<file path="config.mk">
export PLATFORM = sky130hd
export DESIGN_NAME = sig_scanner
export DESIGN_NICKNAME = d
export VERILOG_FILES = /design/src/rtl/sigscan_pkg.sv /design/src/rtl/sigscan_cand_gen.sv /design/src/rtl/sigscan_byte_cmp.sv /design/src/rtl/sigscan_ptr_acc.sv /design/src/rtl/sig_scanner.sv
export SDC_FILE = /design/constraint.sdc
export NUM_CORES = 1
export LEC_CHECK = 0
export ABC_CLOCK_PERIOD_IN_PS = 3500
export BUFFER_PORTS_ARGS = -buffer_cell sky130_fd_sc_hd__buf_2
export CAP_MARGIN = 0
export CORE_UTILIZATION = 55
export DETAILED_ROUTE_END_ITERATION = 8
export PLACE_DENSITY = 0.85
export REMOVE_ABC_BUFFERS = 1
export SYNTH_ARGS = -nofsm -noshare
export SYNTH_HDL_FRONTEND = slang
export SYNTH_SLANG_ARGS = --single-unit
</file>
<file path="constraint.sdc">
create_clock -name clk -period 3.5 [get_ports clk]
set_input_delay 0.35 -clock clk [delete_from_list [all_inputs] [get_ports clk]]
set_output_delay 0.35 -clock clk [all_outputs]
set_load 0.005 [all_outputs]
</file>
<file path="src/rtl/sigscan_pkg.sv">
package sigscan_pkg;

  localparam int SIG_BYTES = 4;
  localparam int PTR_BYTES = 4;

  typedef enum logic [1:0] {
    ST_IDLE = 2'd0,
    ST_REQ  = 2'd1,
    ST_WAIT = 2'd2,
    ST_DONE = 2'd3
  } scan_state_e;

  // Marker bytes in increasing address order: '_' 'M' 'P' '_'
  function automatic logic [7:0] marker_byte(input int idx);
    case (idx)
      0:       return 8'h5F;
      1:       return 8'h4D;
      2:       return 8'h50;
      default: return 8'h5F;
    endcase
  endfunction

endpackage

</file>
<file path="src/rtl/sigscan_cand_gen.sv">
module sigscan_cand_gen #(
  parameter int unsigned ADDR_W   = 20,
  parameter int unsigned WIN_BASE = 32'hF0000,
  parameter int unsigned WIN_END  = 32'hFFFFF,
  parameter int unsigned STRIDE   = 16
) (
  input  logic              clk,
  input  logic              rst_n,
  input  logic              load,
  input  logic              advance,
  output logic [ADDR_W-1:0] cand_addr,
  output logic              cand_last
);

  localparam logic [ADDR_W-1:0] BASE_A    = ADDR_W'(WIN_BASE);
  localparam logic [ADDR_W-1:0] LAST_CAND = ADDR_W'(WIN_END - STRIDE + 1);
  localparam logic [ADDR_W-1:0] STEP      = ADDR_W'(STRIDE);

  logic [ADDR_W-1:0] cand_q;

  always_ff @(posedge clk or negedge rst_n) begin
    if (!rst_n)       cand_q <= BASE_A;
    else if (load)    cand_q <= BASE_A;
    else if (advance) cand_q <= cand_q + STEP;
  end

  assign cand_addr = cand_q;
  assign cand_last = (cand_q == LAST_CAND);

  AST_CAND_IN_WINDOW: assert property (@(posedge clk) disable iff (!rst_n)
    (cand_q >= BASE_A) && (cand_q <= LAST_CAND));
  AST_NO_STEP_PAST_END: assert property (@(posedge clk) disable iff (!rst_n)
    advance |-> !cand_last);

endmodule

</file>
<file path="src/rtl/sigscan_byte_cmp.sv">
module sigscan_byte_cmp #(
  parameter int IDX_W = 2
) (
  input  logic [IDX_W-1:0] idx,
  input  logic [7:0]       data,
  output logic             hit
);
  import sigscan_pkg::*;

  localparam int N = 1 << IDX_W;

  logic [N-1:0] eq;

  for (genvar g = 0; g < N; g++) begin : g_eq
    assign eq[g] = (data == marker_byte(g));
  end

  assign hit = eq[idx];

endmodule

</file>
<file path="src/rtl/sigscan_ptr_acc.sv">
module sigscan_ptr_acc #(
  parameter int BYTES = 4
) (
  input  logic             clk,
  input  logic             rst_n,
  input  logic             clear,
  input  logic             shift,
  input  logic [7:0]       byte_in,
  output logic [8*BYTES-1:0] value
);

  logic [8*BYTES-1:0] acc_q;

  // Newest byte enters at the top; the first byte ends up in bits 7:0.
  always_ff @(posedge clk or negedge rst_n) begin
    if (!rst_n)     acc_q <= '0;
    else if (clear) acc_q <= '0;
    else if (shift) acc_q <= {byte_in, acc_q[8*BYTES-1:8]};
  end

  assign value = acc_q;

endmodule

</file>
<file path="src/rtl/sig_scanner.sv">
module sig_scanner #(
  parameter int unsigned ADDR_W   = 20,
  parameter int unsigned WIN_BASE = 32'hF0000,
  parameter int unsigned WIN_END  = 32'hFFFFF,
  parameter int unsigned STRIDE   = 16
) (
  input  logic              clk,
  input  logic              rst_n,
  input  logic              start,
  output logic              busy,
  output logic              done,
  output logic              found,
  output logic              miss,
  output logic [ADDR_W-1:0] match_addr,
  output logic [31:0]       table_ptr,
  output logic              rd_req_valid,
  input  logic              rd_req_ready,
  output logic [ADDR_W-1:0] rd_req_addr,
  input  logic              rd_rsp_valid,
  input  logic [7:0]        rd_rsp_data
);
  import sigscan_pkg::*;

  localparam int TOTAL     = SIG_BYTES + PTR_BYTES;
  localparam int IDX_W     = $clog2(TOTAL);
  localparam int SIG_IDX_W = $clog2(SIG_BYTES);
  localparam int ALIGN_W   = $clog2(STRIDE);
  localparam logic [ADDR_W-1:0] BASE_A    = ADDR_W'(WIN_BASE);
  localparam logic [ADDR_W-1:0] LAST_CAND = ADDR_W'(WIN_END - STRIDE + 1);

  scan_state_e       st_q, st_d;
  logic [IDX_W-1:0]  idx_q, idx_d;
  logic              found_q, miss_q;
  logic [ADDR_W-1:0] match_q;

  logic              launch, rsp_take, in_sig, last_idx, byte_ok;
  logic              cand_load, cand_adv, ptr_shift, set_found, set_miss;
  logic [ADDR_W-1:0] cand_addr;
  logic              cand_last;
  logic [31:0]       ptr_val;

  sigscan_cand_gen #(
    .ADDR_W(ADDR_W), .WIN_BASE(WIN_BASE), .WIN_END(WIN_END), .STRIDE(STRIDE)
  ) u_cand (
    .clk(clk), .rst_n(rst_n), .load(cand_load), .advance(cand_adv),
    .cand_addr(cand_addr), .cand_last(cand_last)
  );

  sigscan_byte_cmp #(.IDX_W(SIG_IDX_W)) u_cmp (
    .idx(idx_q[SIG_IDX_W-1:0]), .data(rd_rsp_data), .hit(byte_ok)
  );

  sigscan_ptr_acc #(.BYTES(PTR_BYTES)) u_ptr (
    .clk(clk), .rst_n(rst_n), .clear(launch), .shift(ptr_shift),
    .byte_in(rd_rsp_data), .value(ptr_val)
  );

  assign launch   = start && ((st_q == ST_IDLE) || (st_q == ST_DONE));
  assign rsp_take = (st_q == ST_WAIT) && rd_rsp_valid;
  assign in_sig   = (idx_q < IDX_W'(SIG_BYTES));
  assign last_idx = (idx_q == IDX_W'(TOTAL - 1));

  always_comb begin
    st_d      = st_q;
    idx_d     = idx_q;
    cand_load = 1'b0;
    cand_adv  = 1'b0;
    ptr_shift = 1'b0;
    set_found = 1'b0;
    set_miss  = 1'b0;
    case (st_q)
      ST_IDLE, ST_DONE: begin
        if (launch) begin
          st_d      = ST_REQ;
          idx_d     = '0;
          cand_load = 1'b1;
        end
      end
      ST_REQ: begin
        if (rd_req_ready) st_d = ST_WAIT;
      end
      ST_WAIT: begin
        if (rd_rsp_valid) begin
          if (!in_sig) begin
            ptr_shift = 1'b1;
            if (last_idx) begin
              st_d      = ST_DONE;
              set_found = 1'b1;
            end else begin
              st_d  = ST_REQ;
              idx_d = idx_q + IDX_W'(1);
            end
          end else if (byte_ok) begin
            st_d  = ST_REQ;
            idx_d = idx_q + IDX_W'(1);
          end else if (cand_last) begin
            st_d     = ST_DONE;
            set_miss = 1'b1;
          end else begin
            st_d     = ST_REQ;
            idx_d    = '0;
            cand_adv = 1'b1;
          end
        end
      end
      default: st_d = ST_IDLE;
    endcase
  end

  always_ff @(posedge clk or negedge rst_n) begin
    if (!rst_n) begin
      st_q    <= ST_IDLE;
      idx_q   <= '0;
      found_q <= 1'b0;
      miss_q  <= 1'b0;
      match_q <= '0;
    end else begin
      st_q  <= st_d;
      idx_q <= idx_d;
      if (launch) begin
        found_q <= 1'b0;
        miss_q  <= 1'b0;
      end
      if (set_found) begin
        found_q <= 1'b1;
        match_q <= cand_addr;
      end
      if (set_miss) miss_q <= 1'b1;
    end
  end

  assign busy         = (st_q == ST_REQ) || (st_q == ST_WAIT);
  assign done         = (st_q == ST_DONE);
  assign found        = found_q;
  assign miss         = miss_q;
  assign match_addr   = match_q;
  assign table_ptr    = ptr_val;
  assign rd_req_valid = (st_q == ST_REQ);
  assign rd_req_addr  = cand_addr + ADDR_W'(idx_q);

  AST_REQ_HOLD: assert property (@(posedge clk) disable iff (!rst_n)
    rd_req_valid && !rd_req_ready |=> rd_req_valid && $stable(rd_req_addr));
  AST_REQ_IN_WINDOW: assert property (@(posedge clk) disable iff (!rst_n)
    rd_req_valid |-> (rd_req_addr >= BASE_A) && (rd_req_addr[ALIGN_W-1:0] < ALIGN_W'(TOTAL)));
  AST_START_IGNORED: assert property (@(posedge clk) disable iff (!rst_n)
    busy && start && !rd_rsp_valid |=> busy);
  AST_RESULT_HOLD: assert property (@(posedge clk) disable iff (!rst_n)
    done && !start |=> done && $stable(found) && $stable(miss)
                       && $stable(match_addr) && $stable(table_ptr));
  AST_ONE_OUTCOME: assert property (@(posedge clk) disable iff (!rst_n)
    done |-> (found != miss));
  AST_MATCH_ALIGNED: assert property (@(posedge clk) disable iff (!rst_n)
    found |-> (match_addr[ALIGN_W-1:0] == '0) && (match_addr >= BASE_A));
  AST_MISS_AT_END: assert property (@(posedge clk) disable iff (!rst_n)
    $rose(miss) |-> ($past(rd_req_addr[ADDR_W-1:ALIGN_W]) == LAST_CAND[ADDR_W-1:ALIGN_W]));

endmodule

</file>
* Word level (Yosys, flattened, before mapping) *
Cells that the tools add are included.

operators by class
  order comparisons = 2
  reductions and logical operators = 12
  eq/ne operators = 13
  multiplexer cells = 43
  add/sub/neg operators = 3

operator list
  kind                                                                    number
  32-bit 2-to-1 mux                                                       2
  20-bit 2-to-1 mux                                                       2
  8-bit by 7-bit equality test with 1-bit output (second input constant)  3
  1-bit 2-to-1 mux                                                        23
  20-bit by 3-bit adder with 20-bit output                                1
  20-bit by 5-bit adder with 20-bit output (second input constant)        1
  20-bit equality test (second input constant)                            1
  3-bit 2-to-1 mux                                                        6
  2-bit 2-to-1 mux                                                        7
  2-bit nonzero test                                                      5
  2-bit case mux with 3 select lines                                      1
  3-bit case mux with 2 select lines                                      1
  5-bit AND reduction                                                     1
  2-bit equality test (second input constant)                             2
  2-bit != test (second input constant)                                   2
  4-bit != test (second input constant)                                   1
  3-bit by 1-bit adder with 3-bit output (second input constant)          1
  3-bit equality test (second input constant)                             1
  2-bit by 3-bit < comparator with 1-bit output (second input constant)   1
  3-bit < comparator (second input constant)                              1
  3-bit != test (second input constant)                                   1
  3-bit AND reduction                                                     1
  1-bit binary-select mux with 2-bit select                               1
  2-bit by 1-bit equality test with 1-bit output (second input constant)  1
  5 further kinds                                                         6

word-level totals
  register bits = 79
  output and inout bits = 77

* Logic depth before layout (Yosys ltp) *
Gate-level depths: netlist (run 1).

  depth after elaboration = 9
  mapped depth = 9
  depth with buffers taken out = 7

* By module *
Synthesis (run 1) repeated with hierarchy kept, for this count alone.

second synthesis, totals
  cells, all modules = 345
  area, all modules = 3851.2 µm²

modules (own cells, without submodules)
  module            sequential area each (µm²)  times used  cells each  area each (µm²)
  sig_scanner       675.6                       1           146         1597.8
  sigscan_ptr_acc   800.8                       1           103         1323.8
  sigscan_cand_gen  405.4                       1           85          854.6
  sigscan_byte_cmp  0.0                         1           11          75.1

* Worst setup path before layout (run 1) *
OpenSTA, ideal clock, no wires.

  kind = register to register
  from = reg st_q[0]
  to = reg u_cand.cand_q[15] (netlist: u_cand.cand_addr[15])
  required time = 3.422 ns
  path buffers = 2
  slack = 1.437 ns
  cell stages (with the launch flop) = 10
  arrival = 1.985 ns
  library setup time = 0.078 ns
  path through = dfrtp_1 inv_1 ha_1 buf_4 nand2_2 or2_0 clkbuf_2 or4_1 or3_1 a21oi_1

between the ends
  word-level cells in the longest chain between the ends = 6
  elaborated cells on any way between the ends = 11
  those cells by class = eq/ne (2); mux (4); reduce/logical (5)

ends and longest elaborated chain
  item                                                     line                                  RTL
  start: declaration                                       sig_scanner.sv:31                     scan_state_e st_q, st_d;
  start signal: assignment                                 sig_scanner.sv:118                    st_q <= st_d;
  2-bit equality test or 2-bit zero test (tied branches)   sig_scanner.sv:58, sig_scanner.sv:71
  1-bit logical OR                                         sig_scanner.sv:58                     assign launch = start && ((st_q == ST_IDLE) || (st_q == ST_DONE));
  1-bit logical AND                                        sig_scanner.sv:58
  1-bit 2-to-1 mux                                         sig_scanner.sv:73                     if (launch) begin
  1-bit 2-to-1 mux                                         sig_scanner.sv:71                     case (st_q)
  20-bit 2-to-1 mux or 2-bit nonzero test (tied branches)  -
  end signal: assignment                                   sigscan_cand_gen.sv:24                else if (advance) cand_q <= cand_q + STEP;
  end: declaration                                         sigscan_cand_gen.sv:19                logic [ADDR_W-1:0] cand_q;

Parallel ways exist; a longest one is shown, timed or not.
A chain may end at the register's enable or synchronous reset.

* Worst setup path in the final report (run 1) *
Same ends and word-level chain as after synthesis.

==> run_results.csv, run 1 <==
group,metric,value,unit
finish,finish.instance_area,4010,um^2
synth,synth.distinct_cells,48,
sta,finalCritPeriodShare,0.686,
hold_path,hold_depth,3,
power,leakagePower,0.00200,uW
run_status,status,"complete, no violations",
synth,synthTopCellsByCount,"nand2_1, dfrtp_1, a21oi_1, clkbuf_1, mux2_2",
global_route,grt_pass1_vias,2554,
place,place_congestion,0.814,
sta,rsz0062_at_grt,"false",
floorplan,core_area,5960,um^2
finish,area_growth,17.2,%
worst_setup_path,cp.required,3.78,ns
synth,yosys.cell_count.top_type,"nand2_1",
cts,post_cts_buffers,0,
synth,ys.warnings.count,0,
place,dpl.cell_count,486,
global_route,grtUsageTotal,0.252,
cts,clockBufferDepth,2,
synth,ys_ff_latch,71,
hold_path,min_from,"rd_rsp_data[7]",
synth,yosysTopAreaCellShare,0.490,
sta,clock.fmax,417,MHz
hold_path,hold_end,"u_ptr.value[31]",
worst_setup_path,crit_type,"flop to flop",
finish,nNetsFinal,443,
cts,clk_pin_slew,0.08,ns
finish,fin_util,0.673,
synth,yosys.area.top_type,"dfrtp_1",
sta,slew_violations,0,
synth,synth_ff_type,"dfrtp_1",
finish,stdcell_count,503,
synth,ys_seq_area_frac,0.521,
routing,viasPerCell,5.72,
cts,cts_inserted_buffers,9,
global_route,grt_max_degree,33,
global_route,overflow,0,
worst_setup_path,rr_startpoint,"st_q[0]",
floorplan,fp.dieArea,6530,um^2
cts,clockRootBuffer,"clkbuf_8",
floorplan,fp.dieW,80.8,um
routing,routed_wl,7610,um
flow_run,maxCapViolCount,0,
worst_setup_path,r2r_end,"u_cand.cand_addr[15]",
floorplan,initial_utilization,0.574,
cts,cts_max_level,3,
synth,synthArstFlopShare,1.00,
finish,n_antenna_cell,0,
place,io_buffers,84,
cts,ctsHoldBuffers,1,
routing,drt_first_pass_iters,5,
worst_setup_path,rr_worst_depth,7,
finish,layout-drive-gt1-share,0.315,
power,p_per_area,487,nW/um^2
synth,synthTopCellsByArea,"dfrtp_1, nand2_1, a21oi_1, mux2_2, clkbuf_1",
sta,relSlewSlack,0.306,
synth,synth_edf_count,0,
routing,drt-initial-drc-count,218,
worst_setup_path,cp_max_fo,10,
cts,cts_resized,0,
worst_setup_path,start_kind,"flop",
routing,vias,2876,
place,dpl_cell_area,3780,um^2
sta,setup-tns-final,0,ns
hold_path,hp-class,"primary input to flop",
worst_setup_path,arrival,2.68,ns
sta,finalSetupViolCount,0,
sta,finalHoldViolations,0,
power,total_power,1950,uW
worst_setup_path,reg2reg_setup_slack,1.10,ns
sta,post-route-min-period,2.40,ns
cts,clock_sinks,71,
routing,avgRoutedWirePerCell,15.1,um
floorplan,placementRows,28,
floorplan,die_h,80.8,um
cts,clock_latency,0.36,ns
power,ir_drop,0.492,mV
global_route,grt_pass1_wl,12400,um
synth,syn_area,3420,um^2
cts,tritoncts,"built",
sta,worst_slew_pin_slew,1.04,ns
synth,avgSynthCellArea,9.50,um^2
routing,drc,0,
worst_setup_path,crit_path_end_kind,"flop",
sta,fin_skew,0.00596,ns
routing,ant_nets,0,
place,dp_hpwl,5030,um
global_route,grt_antenna_before_repair,0,
synth,synthCells,360,
floorplan,ios,90,
## logic make-up after synthesis
| family | after synthesis | share of synthesized area |
|---|---|---|
| other | 1 | 0.00110 |
| flip-flops | 71 | 0.521 |
| AO/OA/AOI/OAI | 74 | 0.131 |
| AND/OR/NAND/NOR | 142 | 0.197 |
| multiplexers | 16 | 0.0527 |
| adder cells (fa/ha/maj) | 7 | 0.0256 |
| buffers and inverters | 49 | 0.0706 |
## registers in the layout, summed over array words and instances (netlist names)
name,flops
found,1
idx_q,3
match_addr,16
miss,1
st_q,2
u_cand.cand_addr,16
u_ptr.value,32
## how the worst max path moves through the flow
stage                        from                   end  cells past startpoint
after global routing      st_q[0]  u_cand.cand_addr[15]                      7
after floorplan           st_q[0]        u_ptr.value[0]                      6
after CTS                 st_q[0]  u_cand.cand_addr[15]                      7
after global placement    st_q[0]  u_cand.cand_addr[15]                      7
after detailed placement  st_q[0]  u_cand.cand_addr[15]                      7
final                     st_q[0]  u_cand.cand_addr[15]                      7
## layout make-up
type	count	area, um^2
clock buffer	9	124
clock inverter	7	97.6
fill	483	1950
inverter	6	22.5
multi-input combinational	244	1410
sequential	71	1780
tap	75	93.8
timing repair buffer	91	475
## power by group
group / internal, uW / switching [uW] / leakage (uW)
combinational: 109 / 244 / 0.000926
clock: 402 / 328 / 0.000105
sequential: 841 / 28.4 / 0.000973
## cells in the final DEF, fill, tap and decap left out, drive strengths merged, types with 3 or more instances in the layout
cell    synthesis  final
a21oi          42     42
buf            12     90
conb            1      5
o21ai           7      7
nand4b          3      3
nand4           6      6
or4             8      8
dfstp           4      4
clkbuf         31      9
mux2           16     16
nor2           11     11
inv             6      6
nor4            3      3
clkinv          0      3
o31ai           6      6
nand2          85     85
a31oi           6      6
ha              7      7
dfrtp          67     67
or3             4      4
nand3          11     11
## per-layer routing
| metal | track usage | routed length [um] | vias up | part of all wire |
|---|---|---|---|---|
| met1 | 0.335 | 3340 | 1368 | 0.44 |
| met5 | 0 | 0 | - | 0 |
| met3 | 0.0640 | 522 | 15 | 0.069 |
| met4 | 0.0929 | 159 | 0 | 0.021 |
| li1 | - | - | 1360 | - |
| met2 | 0.396 | 3590 | 133 | 0.47 |
## per-stage QoR
stage | hold WS [ns] | setup slack [ns]
final | 0.241 | 1.10
after global routing | 0.231 | 0.966
after CTS | 0.232 | 1.13
after global placement | 0.374 | 1.26
after detailed placement | 0.377 | 1.14
after floorplan | 0.0544 | 1.29
## worst max-delay path: stages (launching register included)
cell,delay [ns]
dfrtp_1,0.43
inv_1,0.09
ha_1,0.34
nand2_2,0.15
or2_0,0.39
or4_1,0.47
or3_1,0.31
a21oi_1,0.14
Power figures use the tool's default switching activity.
==> run 2, diff against run 1 <==
--- a/config.mk
+++ b/config.mk
@@ -5,12 +5,12 @@
 export SDC_FILE = /design/constraint.sdc
 export NUM_CORES = 1
 export LEC_CHECK = 0
-export ABC_CLOCK_PERIOD_IN_PS = 3500
+export ABC_CLOCK_PERIOD_IN_PS = 2500
 export BUFFER_PORTS_ARGS = -buffer_cell sky130_fd_sc_hd__buf_2
 export CAP_MARGIN = 0
-export CORE_UTILIZATION = 55
+export CORE_UTILIZATION = 53
 export DETAILED_ROUTE_END_ITERATION = 8
-export PLACE_DENSITY = 0.85
+export PLACE_DENSITY = 0.82
 export REMOVE_ABC_BUFFERS = 1
 export SYNTH_ARGS = -nofsm -noshare
 export SYNTH_HDL_FRONTEND = slang
==> constraint.sdc (replaced) <==
create_clock -name clk -period 2.5 [get_ports clk]
set_input_delay 0.25 -clock clk [delete_from_list [all_inputs] [get_ports clk]]
set_output_delay 0.25 -clock clk [all_outputs]
set_load 0.005 [all_outputs]
==> run_results.csv, run 2 (synthesis results as in run 1) <==
group,metric,value,unit
finish,n_antenna_cell,0,
worst_setup_path,crit_type,"flop to flop",
sta,timing.hold.ws,0.155,ns
flow_run,maxCapViolCount,0,
power,clkPwrFrac,0.324,
power,leakagePower,0.00202,uW
place,place_ws,0.276,ns
run_status,status,"complete, no violations",
sta,rsz0062_at_grt,"false",
worst_setup_path,cp_slowest_cell,"or4_2",
place,dp_hpwl,5060,um
global_route,met1_usage,0.305,
power,p_per_area,636,nW/um^2
sta,slew_violations,0,
global_route,top_usage_layer,"met2",
sta,worst_slew_pin_slew,0.759,ns
cts,clock_sinks,71,
sta,finalHoldViolations,0,
finish,final_cell_mix,"nand2_1, buf_2, dfrtp_1",
global_route,grt_max_degree,43,
sta,setup-tns-final,0,ns
finish,fillers,485,
cts,tritoncts,"built",
floorplan,initial_utilization,0.564,
cts,clock_latency,0.34,ns
sta,setup_slack,0.245,ns
cts,cts_max_level,3,
cts,cts_inserted_buffers,9,
cts,cts_resized,0,
power,seqPwrFrac,0.478,
place,io_buffers,84,
global_route,grt_pass1_vias,2508,
hold_path,hp-class,"primary input to flop",
sta,post-route-min-period,2.25,ns
finish,largest_reg_flops,32,
global_route,grt_pass1_wl,11700,um
finish,nNetsFinal,448,
floorplan,placementRows,28,
floorplan,fp.dieArea,6770,um^2
global_route,grtUsageTotal,0.230,
floorplan,core_area,6060,um^2
routing,viasPerCell,5.61,
worst_setup_path,crit_chain,"inv_1 -> ha_1 -> nand2_2 -> nor2_1 -> nand2_1 -> or4_2 -> a21oi_1",
power,ir_drop,0.563,mV
power,p_sw,817,uW
finish,area_growth,17.2,%
routing,routed_wl,7420,um
floorplan,die_h,82.3,um
global_route,use_met2,0.363,
worst_setup_path,start_kind,"flop",
power,swShare,0.321,
routing,drt_first_pass_iters,4,
global_route,overflow,0,
sta,finalCritPeriodShare,0.902,
worst_setup_path,arrival,2.51,ns
worst_setup_path,cp_max_fo,10,
sta,clock.fmax,444,MHz
global_route,grt_antenna_before_repair,0,
sta,finalSetupViolCount,0,
sta,fin_skew,0.00953,ns
worst_setup_path,critPathMaxStageDelay,0.54,ns
power,p_int,1730,uW
finish,layout-drive-gt1-share,0.323,
cts,clockBufferDepth,2,
place,place_congestion,0.842,
routing,drc,0,
finish,fin_util,0.661,
cts,clockRootBuffer,"clkbuf_8",
sta,relSlewSlack,0.490,
routing,drt-initial-drc-count,154,
floorplan,ios,90,
routing,ant_nets,0,
worst_setup_path,cp.required,2.76,ns
routing,avgRoutedWirePerCell,14.6,um
worst_setup_path,crit_path_end_kind,"flop",
global_route,met3_usage,0.0516,
cts,clk_pin_slew,0.08,ns
floorplan,fp.dieW,82.3,um
power,p_comb_frac,0.198,
routing,vias,2850,
-- run 2: repair_timing --
action,CTS,global route
hold endpoints to repair,46,0
hold buffers,1,0
setup buffers,0,0
-- run 2: path summary, 6_finish.rpt --
path / cells past startpoint / startpoint / endpoint / slack, ns
min in group asynchronous: 3 / rst_n / match_addr[4] / 0.49
setup reg to reg: 7 / st_q[0] / u_cand.cand_addr[8] / 0.25
max in group asynchronous: 3 / rst_n / u_cand.cand_addr[17] / 1.57
hold reg to reg: 2 / found / found / 0.48
setup / recovery: 7 / st_q[0] / u_cand.cand_addr[8] / 0.25
hold / removal: 3 / rd_rsp_data[6] / u_ptr.value[30] / 0.15
-- run 2: per-layer routing --
layer  part of all wire  vias up
met4              0.015        0
met3              0.050       10
met5                  0        -
met2               0.49       87
met1               0.44     1383
li1                   -     1370
-- run 2: cell type report --
type	count	area, um^2	share of cell area
Multi-Input combinational cell	244	1410	0.353
Tap cell	75	93.8	0.0234
Clock inverter	6	43.8	0.0109
Clock buffer	10	138	0.0344
Inverter	6	22.5	0.00562
Timing Repair Buffer	96	513	0.128
Sequential cell	71	1780	0.445
-- run 2: worst max-delay path: cells and delay by family (launching register included) --
| family | cells | cell delay (ns) |
|---|---|---|
| and+or+nand+nor | 4 | 1.19 |
| adders and majority gates | 1 | 0.33 |
| DFF | 1 | 0.43 |
| buffers and inverters | 1 | 0.08 |
| AOI/OAI and AO/OA | 1 | 0.15 |
-- run 2: power groups by stage --
stage                     clock, uW  combinational, uW  sequential (uW)
after floorplan                   0                299             1230
after global placement            0                482             1240
after detailed placement          0                493             1240
after CTS                       844                499             1220
after global routing            902                558             1220
final                           826                504             1220
-- run 2: stage by stage --
| step | total power, uW | area [um^2] | cells |
|---|---|---|---|
| after global placement | 1720 | 3810 | 491 |
| final | 2550 | 4010 | 508 |
| after floorplan | 1530 | 3210 | 321 |
| after CTS | 2560 | 4010 | 508 |
| after detailed placement | 1730 | 3810 | 491 |
| after global routing | 2680 | 4010 | 508 |
==> run 3, diff against run 2 <==
--- a/config.mk
+++ b/config.mk
@@ -6,11 +6,11 @@
 export NUM_CORES = 1
 export LEC_CHECK = 0
 export ABC_CLOCK_PERIOD_IN_PS = 2500
-export BUFFER_PORTS_ARGS = -buffer_cell sky130_fd_sc_hd__buf_2
 export CAP_MARGIN = 0
-export CORE_UTILIZATION = 53
+export CORE_UTILIZATION = 55
 export DETAILED_ROUTE_END_ITERATION = 8
-export PLACE_DENSITY = 0.82
+export DONT_BUFFER_PORTS = 1
+export PLACE_DENSITY = 0.72
 export REMOVE_ABC_BUFFERS = 1
 export SYNTH_ARGS = -nofsm -noshare
 export SYNTH_HDL_FRONTEND = slang
==> run_results.csv, run 3 (synthesis results as in run 1) <==
group,metric,value,unit
global_route,grt_pass1_wl,11200,um
sta,worst_slew_pin_slew,0.646,ns
cts,clockBufferDepth,2,
sta,finalHoldViolations,0,
cts,clock_latency,0.34,ns
place,place_congestion,0.802,
worst_setup_path,cpLargestDelayFamily,"simple AND/OR/NAND/NOR gates",
sta,relSlewSlack,0.568,
floorplan,fp.dieArea,6530,um^2
place,io_buffers,0,
routing,avgRoutedWirePerCell,16.6,um
sta,post-route-min-period,2.20,ns
cts,clock_sinks,71,
floorplan,ios,90,
power,leakagePower,0.00161,uW
place,dp_hpwl,4690,um
worst_setup_path,critPathBufInv,1,
power,p_int,1800,uW
cts,clk_pin_slew,0.08,ns
worst_setup_path,crit_path_start,"st_q[0]",
finish,layout_commonest_cell,"nand2_1",
global_route,grtUsageTotal,0.226,
power,clkPwrFrac,0.360,
worst_setup_path,cp_slowest_cell,"or4_2",
global_route,grt_antenna_before_repair,0,
power,ir_drop,0.525,mV
routing,drt_first_pass_iters,4,
floorplan,placementRows,28,
hold_path,hp-class,"primary input to flop",
worst_setup_path,crit_path_end_kind,"flop",
finish,n_antenna_cell,0,
floorplan,die_h,80.8,um
sta,clock.fmax,455,MHz
global_route,grt_pass1_vias,2349,
power,swShare,0.307,
power,p_sw,799,uW
finish,finish.instance_area,3640,um^2
worst_setup_path,crit_type,"flop to flop",
global_route,grt_max_degree,72,
cts,clockRootBuffer,"clkbuf_8",
power,seqPwrFrac,0.470,
finish,area_growth,6.41,%
place,dpl_cell_area,3390,um^2
routing,vias,2497,
run_status,status,"complete, no violations",
worst_setup_path,rr_startpoint,"st_q[0]",
sta,setup-tns-final,0,ns
finish,largest_reg_flops,32,
power,p_comb_frac,0.171,
routing,ant_nets,0,
sta,fin_skew,0.00801,ns
routing,viasPerCell,5.88,
global_route,overflow,0,
worst_setup_path,cp.required,2.77,ns
worst_setup_path,cp_max_fo,10,
power,p_per_area,714,nW/um^2
cts,cts_resized,0,
sta,finalSetupViolCount,0,
sta,finalCritPeriodShare,0.879,
finish,layout-drive-gt1-share,0.163,
cts,cts_max_level,3,
sta,rsz0062_at_grt,"false",
flow_run,maxCapViolCount,0,
worst_setup_path,critPathMaxStageDelay,0.55,ns
cts,post_cts_buffers,0,
worst_setup_path,start_kind,"flop",
worst_setup_path,arrival,2.47,ns
floorplan,core_area,5960,um^2
floorplan,initial_utilization,0.574,
cts,cts_inserted_buffers,9,
routing,drt-initial-drc-count,165,
sta,slew_violations,0,
finish,final_cell_mix,"nand2_1, dfrtp_1, a21oi_1",
finish,nNetsFinal,365,
routing,routed_wl,7060,um
cts,tritoncts,"built",
worst_setup_path,crit_chain,"inv_1 -> ha_1 -> nand2_2 -> nor2_1 -> nand2_1 -> or4_2 -> a21oi_1",
hold_path,min_from,"rd_rsp_data[0]",
routing,drc,0,
finish,fillers,515,
floorplan,fp.dieW,80.8,um
## run 3: changes by cell type in the layout (fill, tap and decap cells not counted)
cell / previous run / this run
buf_2: 84 / 0
buf_16: 0 / 1
bufinv_16: 0 / 1
clkinv_2: 2 / 1
clkinv_4: 1 / 2
inv_6: 2 / 1
## run 3: power by group through the flow
| stage | Combinational, uW | Sequential [uW] | Clock [uW] |
|---|---|---|---|
| global placement | 410 | 1240 | 0 |
| detailed placement | 412 | 1240 | 0 |
| finish | 444 | 1220 | 935 |
| floorplan | 299 | 1230 | 0 |
| CTS | 447 | 1220 | 956 |
| global route | 502 | 1220 | 1010 |
## run 3: timing repair
action                     in CTS  in global routing
setup endpoints to repair       0                  0
hold buffers                    2                  0
hold endpoints to repair       71                  0
## run 3: final timing paths
| check | to | slack [ns] | cells past startpoint |
|---|---|---|---|
| worst max-delay path | u_cand.cand_addr[8] | 0.30 | 7 |
| worst min-delay path | u_ptr.value[24] | 0.03 | 2 |
| worst max register to register | u_cand.cand_addr[8] | 0.30 | 7 |
| worst min register to register | found | 0.52 | 2 |
| max in group asynchronous | u_cand.cand_addr[19] | 1.72 | 2 |
| min in group asynchronous | u_ptr.value[3] | 0.44 | 2 |
## run 3: per-stage QoR
stage	setup WS, ns	hold WS (ns)	instances	power (uW)	util
2_1_floorplan	0.292	-0.0456	321	1530	-
3_3_place_gp	0.387	-0.0445	407	1650	0.570
3_5_place_dp	0.320	-0.0446	407	1660	0.570
4_1_cts	0.313	0.0180	425	2620	0.611
5_1_grt	0.142	0.0157	425	2730	0.611
6_report	0.303	0.0280	425	2600	0.611
## run 3: layout make-up
type | count | area, um^2 | share of cell area
Inverter | 6 | 22.5 | 0.00619
Timing Repair Buffer | 13 | 120 | 0.0330
Multi-Input combinational cell | 244 | 1410 | 0.388
Sequential cell | 71 | 1780 | 0.490
Clock buffer | 10 | 138 | 0.0378
Tap cell | 75 | 93.8 | 0.0258
Clock inverter | 6 | 68.8 | 0.0189
## run 3: routing by layer
layer  vias up  wire length, um  global-route usage
met5         -                0                   0
met4         0               91               0.111
met3         9              489              0.0674
met2        80             3370               0.353
met1      1202             3110               0.287
li1       1206                -                   -
